**config.mk**
```make
export PLATFORM = sky130hd
export DESIGN_NAME = lsagu_top
export DESIGN_NICKNAME = d
export VERILOG_FILES = /design/src/rtl/lsagu_pkg.sv /design/src/rtl/lsagu_addr_calc.sv /design/src/rtl/lsagu_lanes.sv /design/src/rtl/lsagu_load_fmt.sv /design/src/rtl/lsagu_top.sv
export SDC_FILE = /design/constraint.sdc
export NUM_CORES = 1
export LEC_CHECK = 0
export CORE_UTILIZATION = 49
export CTS_CLUSTER_DIAMETER = 40
export DETAILED_ROUTE_END_ITERATION = 12
export PLACE_DENSITY = 0.82
export SYNTH_ARGS = -nofsm -noshare
export SYNTH_HDL_FRONTEND = slang
export SYNTH_HIERARCHICAL = 1
export SYNTH_SLANG_ARGS = --single-unit
export TNS_END_PERCENT = 20
```
**constraint.sdc**
```tcl
create_clock -name clk -period 1.5 [get_ports clk]
set_input_delay 0.45 -clock clk [delete_from_list [all_inputs] [get_ports clk]]
set_output_delay 0.45 -clock clk [all_outputs]
set_load 0.005 [all_outputs]
```
**src/rtl/lsagu_pkg.sv**
```systemverilog
package lsagu_pkg;

   typedef enum logic [2:0] {
      AM_INDIRECT = 3'd0,
      AM_PRE      = 3'd1,
      AM_PRE_WB   = 3'd2,
      AM_POST     = 3'd3,
      AM_PCREL    = 3'd4
   } addr_mode_e;

endpackage

```
**src/rtl/lsagu_addr_calc.sv**
```systemverilog
module lsagu_addr_calc
   import lsagu_pkg::*;
#(
   parameter int ADDR_W    = 32,
   parameter int OFF_W     = 12,
   parameter int PC_BIAS   = 8,
   parameter bit HAS_PCREL = 1'b1
) (
   input  logic [2:0]        mode,
   input  logic              up,
   input  logic [ADDR_W-1:0] base,
   input  logic [ADDR_W-1:0] pc,
   input  logic [OFF_W-1:0]  offset,
   output logic [ADDR_W-1:0] eff_addr,
   output logic [ADDR_W-1:0] new_base,
   output logic              wb_req
);

   localparam int EXT_W = ADDR_W - OFF_W;

   logic [ADDR_W-1:0] off_ext;
   logic [ADDR_W-1:0] delta;
   logic [ADDR_W-1:0] indexed;
   logic [ADDR_W-1:0] pc_addr;
   logic              pcrel_sel;

   assign off_ext = {{EXT_W{offset[OFF_W-1]}}, offset};
   assign delta   = up ? off_ext : (~off_ext + 1'b1);
   assign indexed = base + delta;

   generate
      if (HAS_PCREL) begin : g_pcrel
         assign pc_addr   = pc + ADDR_W'(PC_BIAS) + delta;
         assign pcrel_sel = (mode == AM_PCREL);
      end else begin : g_no_pcrel
         assign pc_addr   = base;
         assign pcrel_sel = 1'b0;
      end
   endgenerate

   always_comb begin
      eff_addr = base;
      new_base = indexed;
      wb_req   = 1'b0;
      case (addr_mode_e'(mode))
         AM_PRE:    eff_addr = indexed;
         AM_PRE_WB: begin
            eff_addr = indexed;
            wb_req   = 1'b1;
         end
         AM_POST:   wb_req = 1'b1;
         default:   eff_addr = pcrel_sel ? pc_addr : base;
      endcase
   end

endmodule

```
**src/rtl/lsagu_lanes.sv**
```systemverilog
module lsagu_lanes #(
   parameter int DATA_W = 32,
   localparam int LANES     = DATA_W / 8,
   localparam int LANE_BITS = $clog2(LANES)
) (
   input  logic                 is_byte,
   input  logic [LANE_BITS-1:0] lane,
   input  logic [DATA_W-1:0]    sdata,
   output logic [LANES-1:0]     be,
   output logic [DATA_W-1:0]    wdata,
   output logic                 misaligned
);

   generate
      for (genvar g = 0; g < LANES; g++) begin : g_be
         assign be[g] = is_byte ? (lane == LANE_BITS'(g)) : 1'b1;
      end
   endgenerate

   assign wdata      = is_byte ? {LANES{sdata[7:0]}} : sdata;
   assign misaligned = !is_byte && (lane != '0);

endmodule

```
**src/rtl/lsagu_load_fmt.sv**
```systemverilog
module lsagu_load_fmt #(
   parameter int DATA_W = 32,
   localparam int LANES     = DATA_W / 8,
   localparam int LANE_BITS = $clog2(LANES)
) (
   input  logic                 is_byte,
   input  logic [LANE_BITS-1:0] lane,
   input  logic [DATA_W-1:0]    rdata,
   output logic [DATA_W-1:0]    ld_data
);

   logic [7:0] lane_byte [LANES];

   generate
      for (genvar g = 0; g < LANES; g++) begin : g_lane
         assign lane_byte[g] = rdata[8*g +: 8];
      end
   endgenerate

   assign ld_data = is_byte ? {{(DATA_W-8){1'b0}}, lane_byte[lane]} : rdata;

endmodule

```
**src/rtl/lsagu_top.sv**
```systemverilog
module lsagu_top #(
   parameter int ADDR_W    = 32,
   parameter int DATA_W    = 32,
   parameter int OFF_W     = 12,
   parameter int PC_BIAS   = 8,
   parameter bit HAS_PCREL = 1'b1
) (
   input  logic                  clk,
   input  logic                  rst_n,
   input  logic                  req_valid,
   input  logic [2:0]            req_mode,
   input  logic                  req_up,
   input  logic                  req_store,
   input  logic                  req_byte,
   input  logic                  req_dest_is_base,
   input  logic [ADDR_W-1:0]     req_base,
   input  logic [ADDR_W-1:0]     req_pc,
   input  logic [OFF_W-1:0]      req_offset,
   input  logic [DATA_W-1:0]     req_sdata,
   output logic                  mem_valid,
   output logic                  mem_we,
   output logic [ADDR_W-1:0]     mem_addr,
   output logic [DATA_W/8-1:0]   mem_be,
   output logic [DATA_W-1:0]     mem_wdata,
   input  logic [DATA_W-1:0]     mem_rdata,
   output logic                  ld_valid,
   output logic [DATA_W-1:0]     ld_data,
   output logic                  wb_valid,
   output logic [ADDR_W-1:0]     wb_base,
   output logic                  align_fault
);

   localparam int LANES     = DATA_W / 8;
   localparam int LANE_BITS = $clog2(LANES);

   generate
      if (DATA_W % 8 != 0 || LANES < 2 || (1 << LANE_BITS) != LANES) begin : g_bad_data
         $error("lsagu_top: DATA_W must be a power-of-two number of bytes, at least 2");
      end
      if (OFF_W < 2 || OFF_W >= ADDR_W) begin : g_bad_off
         $error("lsagu_top: OFF_W must be below ADDR_W");
      end
      if (ADDR_W <= LANE_BITS) begin : g_bad_addr
         $error("lsagu_top: ADDR_W too narrow");
      end
   endgenerate

   logic [ADDR_W-1:0] eff_addr;
   logic [ADDR_W-1:0] new_base;
   logic              wb_req;
   logic [LANES-1:0]  be_c;
   logic [DATA_W-1:0] wdata_c;
   logic              misaligned;
   logic              wb_take;

   lsagu_addr_calc #(
      .ADDR_W    (ADDR_W),
      .OFF_W     (OFF_W),
      .PC_BIAS   (PC_BIAS),
      .HAS_PCREL (HAS_PCREL)
   ) u_calc (
      .mode     (req_mode),
      .up       (req_up),
      .base     (req_base),
      .pc       (req_pc),
      .offset   (req_offset),
      .eff_addr (eff_addr),
      .new_base (new_base),
      .wb_req   (wb_req)
   );

   lsagu_lanes #(.DATA_W(DATA_W)) u_lanes (
      .is_byte    (req_byte),
      .lane       (eff_addr[LANE_BITS-1:0]),
      .sdata      (req_sdata),
      .be         (be_c),
      .wdata      (wdata_c),
      .misaligned (misaligned)
   );

   // a load into the base register wins over the write-back
   assign wb_take = wb_req && !misaligned && (req_store || !req_dest_is_base);

   logic                 r_valid, r_we, r_byte, r_wb, r_fault;
   logic [ADDR_W-1:0]    r_addr, r_wb_base;
   logic [LANES-1:0]     r_be;
   logic [DATA_W-1:0]    r_wdata;

   always_ff @(posedge clk or negedge rst_n) begin
      if (!rst_n) begin
         r_valid   <= 1'b0;
         r_fault   <= 1'b0;
         r_wb      <= 1'b0;
         r_we      <= 1'b0;
         r_byte    <= 1'b0;
         r_addr    <= '0;
         r_wb_base <= '0;
         r_be      <= '0;
         r_wdata   <= '0;
      end else begin
         r_valid <= req_valid && !misaligned;
         r_fault <= req_valid && misaligned;
         r_wb    <= req_valid && wb_take;
         if (req_valid) begin
            r_we      <= req_store;
            r_byte    <= req_byte;
            r_addr    <= eff_addr;
            r_wb_base <= new_base;
            r_be      <= be_c;
            r_wdata   <= wdata_c;
         end
      end
   end

   lsagu_load_fmt #(.DATA_W(DATA_W)) u_fmt (
      .is_byte (r_byte),
      .lane    (r_addr[LANE_BITS-1:0]),
      .rdata   (mem_rdata),
      .ld_data (ld_data)
   );

   assign mem_valid   = r_valid;
   assign mem_we      = r_we;
   assign mem_addr    = r_addr;
   assign mem_be      = r_be;
   assign mem_wdata   = r_wdata;
   assign ld_valid    = r_valid && !r_we;
   assign wb_valid    = r_wb;
   assign wb_base     = r_wb_base;
   assign align_fault = r_fault;

endmodule

```
==> results by stage, run 1 <==
Run status:
- The flow did not finish.
- The run ended at 5_1_grt.
- The first error in the log reads "[ERROR GRT-0232] Routing congestion too high. Check the congestion heatmap in the GUI".

Timing:
- Once global-route timing repair stopped, the endpoint with the least setup slack was mem_addr[29]$_DFFE_PN0P_/D.
- The worst endpoint kind after the last repair is a register input.

Floorplanning:
- The vertical extent of the die is ~140 um.
- The initialized floorplan defines a little over 50 standard-cell rows.
- The I/O pin count is around 290.
- The starting density of the core is between 50% and 60%.
- The floorplan step set the die width to about 140 um.

Yosys:
- Sorting the synthesized cells by how often they occur yields sky130_fd_sc_hd__dfrtp_1 (105), sky130_fd_sc_hd__ha_1 (102), sky130_fd_sc_hd__a21oi_1 (84).
- For this run, asynchronously set or reset flops after synthesis account for between 90% and 100%.
- The Yosys step of the flow raised 6 warnings.
- The library cell occupying the most area in the post-synthesis netlist is sky130_fd_sc_hd__dfrtp_1.
- The most used flip-flop cell after synthesis is sky130_fd_sc_hd__dfrtp_1.
- Counting flops with a built-in enable in the synthesized netlist gives 0.
- Yosys attributes the largest share of cell area to sky130_fd_sc_hd__dfrtp_1 (27%), sky130_fd_sc_hd__ha_1 (13%), sky130_fd_sc_hd__mux2_4 (9.0%).
- Summed over its instances, the top area cell type makes up 26.6% of the synthesized netlist area.
- The number of distinct library cell variants in the gate-level netlist after synthesis is slightly above 70.
- The instance count of the mapped netlist is 1049.
- The most repeated cell in the gate-level netlist after synthesis is sky130_fd_sc_hd__dfrtp_1.
- The post-synthesis register bit count is about 110.
- In this run the mean area of a mapped cell was between 9 and 10 um2.
- The share of the Yosys chip area taken by registers is approximately a quarter.
- The cell area after synthesis is approximately 10000 um2.
- Synthesis produced a netlist with a net count of 1303.

Clock network:
- The longest clock path from root to sink contains 2 buffers.
- The clock net in this run drives a total of 105 sinks.
- The root buffer cell chosen for the clock tree is sky130_fd_sc_hd__clkbuf_16.
- The number of CTS-inserted buffers is 9.
- The deepest level of the CTS H-tree is 3.

Placement:
- The half-perimeter wire length of the detailed placement result is approximately 30000 um.
- The congestion estimate from routability-driven global placement came to around 0.95.
- In this run, placement finished with an instance count of approximately 1900.
- The count of input and output buffers is around 290.

Global route:
- The largest net degree at the start of global routing is 37.
- The overall overflow remaining after global route is 48.
- Global routing used about 70% of the available tracks.
[routing by layer]
metal	global-route usage (%)	overflow
met1	69.5	0
met5	12.3	0
met4	73.7	28
met3	53.1	0
met2	91.3	20
[repair_timing]
| action | in CTS |
|---|---|
| buffers inserted | 31 |
| hold endpoints to repair | 12 |
| endpoints found under the setup margin | 207 |
| pin swaps | 116 |
| resized for setup | 450 |
| hold buffers | 1 |
[per-stage QoR]
stage / hold WS [ns] / cell area [um2] / setup slack [ns] / util (%) / TNS (ns)
2_1_floorplan: 0.154 / 10100 / -2.95 / - / -121.55
3_3_place_gp: 0.333 / 15500 / -3.62 / 79.2 / -207.32
3_5_place_dp: 0.337 / 15500 / -3.73 / 79.2 / -213.72
4_1_cts: 0.475 / 17200 / -2.85 / 88.0 / -154.46
[logic make-up after synthesis]
group                      share of synthesized area, %
AOI/OAI and AO/OA                                  19.8
xor gates and xnor gates                           6.22
adders and majority gates                          13.4
buffers and inverters                              6.09
DFF                                                26.6
muxes                                              15.1
and+or+nand+nor                                    12.8
==> inputs of run 2 (changes only) <==
--- a/config.mk
+++ b/config.mk
@@ -5,10 +5,9 @@
 export SDC_FILE = /design/constraint.sdc
 export NUM_CORES = 1
 export LEC_CHECK = 0
-export CORE_UTILIZATION = 49
-export CTS_CLUSTER_DIAMETER = 40
+export CORE_UTILIZATION = 36
 export DETAILED_ROUTE_END_ITERATION = 12
-export PLACE_DENSITY = 0.82
+export PLACE_DENSITY_LB_ADDON = 0.15
 export SYNTH_ARGS = -nofsm -noshare
 export SYNTH_HDL_FRONTEND = slang
 export SYNTH_HIERARCHICAL = 1
==> results by stage, run 2 <==
Pwr:
- Summed over all nets, the switching power comes to 6.17 mW.
- The static leakage is about 9.3 nW.
- The final total power is between 15 and 20 mW.
- The portion of total power attributed to the clock network is approximately 15%.
- Net switching is roughly 37% of the power.
- The peak ir drop on the vdd network is about 670 uV.
- The total internal power is between 10 and 15 mW.
- Combinational logic is responsible for between 60% and 70% of the overall power.
- The share of power burned in registers is about 23%.
- In this run the power density over the cells is between 900 and 1000 nW/um2.

Floorplanning:
- The die covers ~28000 um2.
- In this run the count of I/O pins placed on the die edge is between 200 and 300.
- The core region is between 20000 and 30000 um2.
- The vertical extent of the die is about 170 um.
- The starting density of the core is 36.7%.
- The width of the chip is ~170 um.
- The number of core rows is 60.

Yosys:
- The cell area after synthesis is 9860 um2.
- By area the synthesized netlist is led by sky130_fd_sc_hd__dfrtp_1 (27%), sky130_fd_sc_hd__ha_1 (13%), sky130_fd_sc_hd__mux2_4 (9.0%).
- In the synthesized netlist, the cells that appear most often are sky130_fd_sc_hd__dfrtp_1 (105), sky130_fd_sc_hd__ha_1 (102), sky130_fd_sc_hd__a21oi_1 (84).
- The share of synthesized cell area in full adder, half adder and majority cells is between 10% and 20%.
- Summing the sequential cell areas from Yosys gives 26.6% of the chip area.
- After synthesis, the share of flip-flops with an asynchronous set or reset is 100%.
- The post-synthesis register bit count is 105.
- Each instance of the synthesized netlist takes up on average around 9.4 um2.
- The mux contribution to synthesized area is roughly 15%.
- Summed over its instances, the top area cell type makes up 26.6% of the synthesized netlist area.
- The most repeated cell in the gate-level netlist after synthesis is sky130_fd_sc_hd__dfrtp_1.
- The synthesized netlist devotes around a fifth of its cell area to compound gates.
- Synthesis produced a netlist whose cell count is 1049.
- After Yosys synthesis, XOR and XNOR cells account for 6.22% of the synthesized area.
- Of all cell types, the one taking the most synthesized area is sky130_fd_sc_hd__dfrtp_1.
- Summing the areas of all and, or, nand and nor instances in the mapped netlist gives about an eighth of the synthesized area.
- After synthesis, the largest family of logic cells by area is compound AO/OA/AOI/OAI gates.
- The Yosys step of the flow raised 6 warnings.
- The number of nets handed over by synthesis was 1303.
- The most used flip-flop cell after synthesis is sky130_fd_sc_hd__dfrtp_1.
- The number of distinct library cell variants in the gate-level netlist after synthesis is 71.
- The synthesized design contains 0 enable-type register cells.

Timing:
- The minimum setup slack in the final design is -2.84 ns.
- The final hold violation count is 0.
- The final count of pins violating max slew is 0.
- The remaining max-slew budget at the tightest pin is 52.7%.
- The maximum clock frequency is ~230 MHz.
- The minimum clock period is roughly 4.3 ns.
- Setup repair after global routing could not meet its margin everywhere.
- The share of the clock period used by the worst path after layout is 289%.
- The number of setup violations in the final report is 103.
- At the pin with the least slew margin, the transition time is 0.702 ns.
- The setup skew after layout is 0 ns.

Finish:
- In the layout the commonest cells are sky130_fd_sc_hd__buf_4 (345), sky130_fd_sc_hd__clkdlybuf4s50_1 (137), sky130_fd_sc_hd__dlymetal6s2s_1 (105).
- The layout-stage area growth over the synthesis result is 86.7%.
- The library cell used most frequently in the layout, excluding fill and tap cells, is sky130_fd_sc_hd__buf_4.
- The fill cell total of the finished layout is 2097.
- The final layout contains 1936 nets.
- The utilization after layout is 68.5%.
- The fraction of layout instances using a drive strength above 1 is 50.1%.
- Once layout is done, the placed cells without fillers occupy between 15000 and 20000 um2.
- The multi-input combinational cells in the finished layout cover a total of approximately 8600 um2.
- The sequential cell area is 2630 um2.

Global route:
- The total overflow left after global routing is 0.
- Global routing used roughly a third of the available met1 tracks.
- The first global-routing pass estimated 59300 um of wire.
- The via count of the first global-routing pass is ~11000.
- The met2 capacity usage during global routing is approximately half.
- Global routing consumed, over all layers together, a little over a quarter of the routing resources.
- The met3 track demand over resource in global routing is 4.40%.
- The largest net degree at the start of global routing is between 40 and 50.
- The initial antenna violation count is 3.
- In this run the most used layer during global routing was met2.

Flow run:
- The max-capacitance violation count is 0.

Worst setup path:
- The worst endpoint required time is around 1.7 ns.
- The critical path class is primary input to flip-flop.
- The biggest fanout along the worst timing path is 5.
- The data arrival time of the critical path is 4.58 ns.
- The worst setup path is launched from a primary input.
- The endpoint type of the worst setup path is a flip-flop.

Placement:
- During placement, the flow inserted port buffers numbering about 290.
- Once placement finished, the instance area stood at roughly 16000 um2.
- The half-perimeter wire length of the detailed placement result is 30500 um.
- OpenSTA, run right after detailed placement, puts the worst setup slack at -3.71 ns.
- The final weighted congestion in routability-driven placement is roughly 0.93.

Clock network:
- Counting every sink on the clock net gives 105.
- TritonCTS created 9 clock buffers.
- The root cell of the clock tree is sky130_fd_sc_hd__clkbuf_16.
- The clock tree from TritonCTS is yes.
- The maximum number of buffers from clock root to sink is 2.
- In this run the number of H-tree levels came out at 3.
- The clock reaches the later pin of the worst-skew pair after around 0.35 ns.
- Clock-pin slew was measured on the worst setup and hold paths at approximately 0.09 ns.

Drt:
- The detailed router finished its first iteration with between 500 and 600 violations.
- In this run the remaining antenna-violating nets after routing total 0.
- For this run, design rule violations remaining after detail routing come to 0.
- The per-cell routed wire length is 19.9 um.
- The routed layout has approximately 11000 vias.
- The number of detailed-routing iterations run before antenna repair is 8.
- The number of vias per cell is 5.22.
- The post-detailed-routing wire length is around 40000 um.

Min path:
- The worst hold path class is primary input to async pin.

Run status:
- The checks that failed: setup timing.
- The flow ran to the end, but the final reports show violations.
-- run 2: final timing paths --
check / startpoint / endpoint / slack [ns] / depth (start not counted)
worst max-delay path: req_offset[9] / mem_addr[30] / -2.84 / 17
max in group asynchronous: rst_n / wb_base[27] / 0.53 / 3
worst min register to register: mem_wdata[3] / mem_wdata[3] / 0.51 / 1
worst max register to register: mem_addr[1] / mem_addr[1] / 0.46 / 2
worst min-delay path: rst_n / mem_wdata[30] / 0.47 / 2
min in group clk: mem_wdata[3] / mem_wdata[3] / 0.51 / 1
-- run 2: per-layer routing --
metal	share of wire [%]	wire length, um
met5	0	0
met1	42	16800
met2	50	20400
met3	5.1	2080
met4	2.9	1170
-- run 2: power by group through the flow --
stage               clock (mW)  sequential [mW]  combinational [mW]
floorplan                    0             3.89                3.96
finish                    2.51             3.85                10.5
CTS                       2.59             3.88                9.93
detailed placement           0             3.92                8.76
global placement             0             3.91                8.70
global route              2.69             3.93                11.1
-- run 2: what timing repair did --
action                                 in CTS  in global routing
pin swaps                                 100                 91
hold buffers                                1                  0
setup endpoints to repair                 208                207
endpoints found under the hold margin       5                  0
buffers inserted                           39                 23
gates resized for setup                   330                262
-- run 2: cell families (layout without fill, tap and decap cells) --
kind of cell	Yosys count	count (layout)
AO/OA/AOI/OAI	292	292
XOR/XNOR	70	70
adder cells (fa/ha/maj)	104	104
buffers and inverters	121	759
flip-flops	105	105
multiplexers	114	114
other	0	2
AND/OR/NAND/NOR	243	243
-- run 2: worst max-delay path, cell delays in order --
cell and delay [ns]:
sky130_fd_sc_hd__clkdlybuf4s50_1 0.58, sky130_fd_sc_hd__buf_4 0.25, sky130_fd_sc_hd__or3_1 0.39, sky130_fd_sc_hd__ha_1 0.29, sky130_fd_sc_hd__a21oi_2 0.17, sky130_fd_sc_hd__ha_1 0.28
sky130_fd_sc_hd__ha_4 0.28, sky130_fd_sc_hd__a21oi_4 0.12, sky130_fd_sc_hd__o21ai_2 0.08, sky130_fd_sc_hd__a31oi_4 0.20, sky130_fd_sc_hd__o21ai_2 0.10, sky130_fd_sc_hd__o211a_4 0.26
sky130_fd_sc_hd__a2111oi_4 0.33, sky130_fd_sc_hd__mux2i_1 0.26, sky130_fd_sc_hd__a211oi_2 0.07, sky130_fd_sc_hd__o221a_1 0.22, sky130_fd_sc_hd__mux2_4 0.25
-- run 2: cell type report --
cell class | count | share of cell area, %
inverters | 63 | 1.30
clock inverters | 7 | 0.496
multi-input cells | 823 | 46.5
diodes | 2 | 0.0272
repair buffers | 680 | 33.9
flip-flops and latches | 105 | 14.3
well taps | 341 | 2.32
clock buffers | 9 | 1.22
-- run 2: through the flow --
| stage | cells | TNS (ns) | hold slack, ns |
|---|---|---|---|
| 6_report | 2030 | -142.82 | 0.472 |
| 5_1_grt | 2029 | -151.26 | 0.473 |
| 3_3_place_gp | 1958 | -208.85 | 0.304 |
| 2_1_floorplan | 1049 | -121.55 | 0.154 |
| 4_1_cts | 2010 | -161.89 | 0.461 |
| 3_5_place_dp | 1958 | -211.10 | 0.298 |
(Power assumes the default switching activity.)
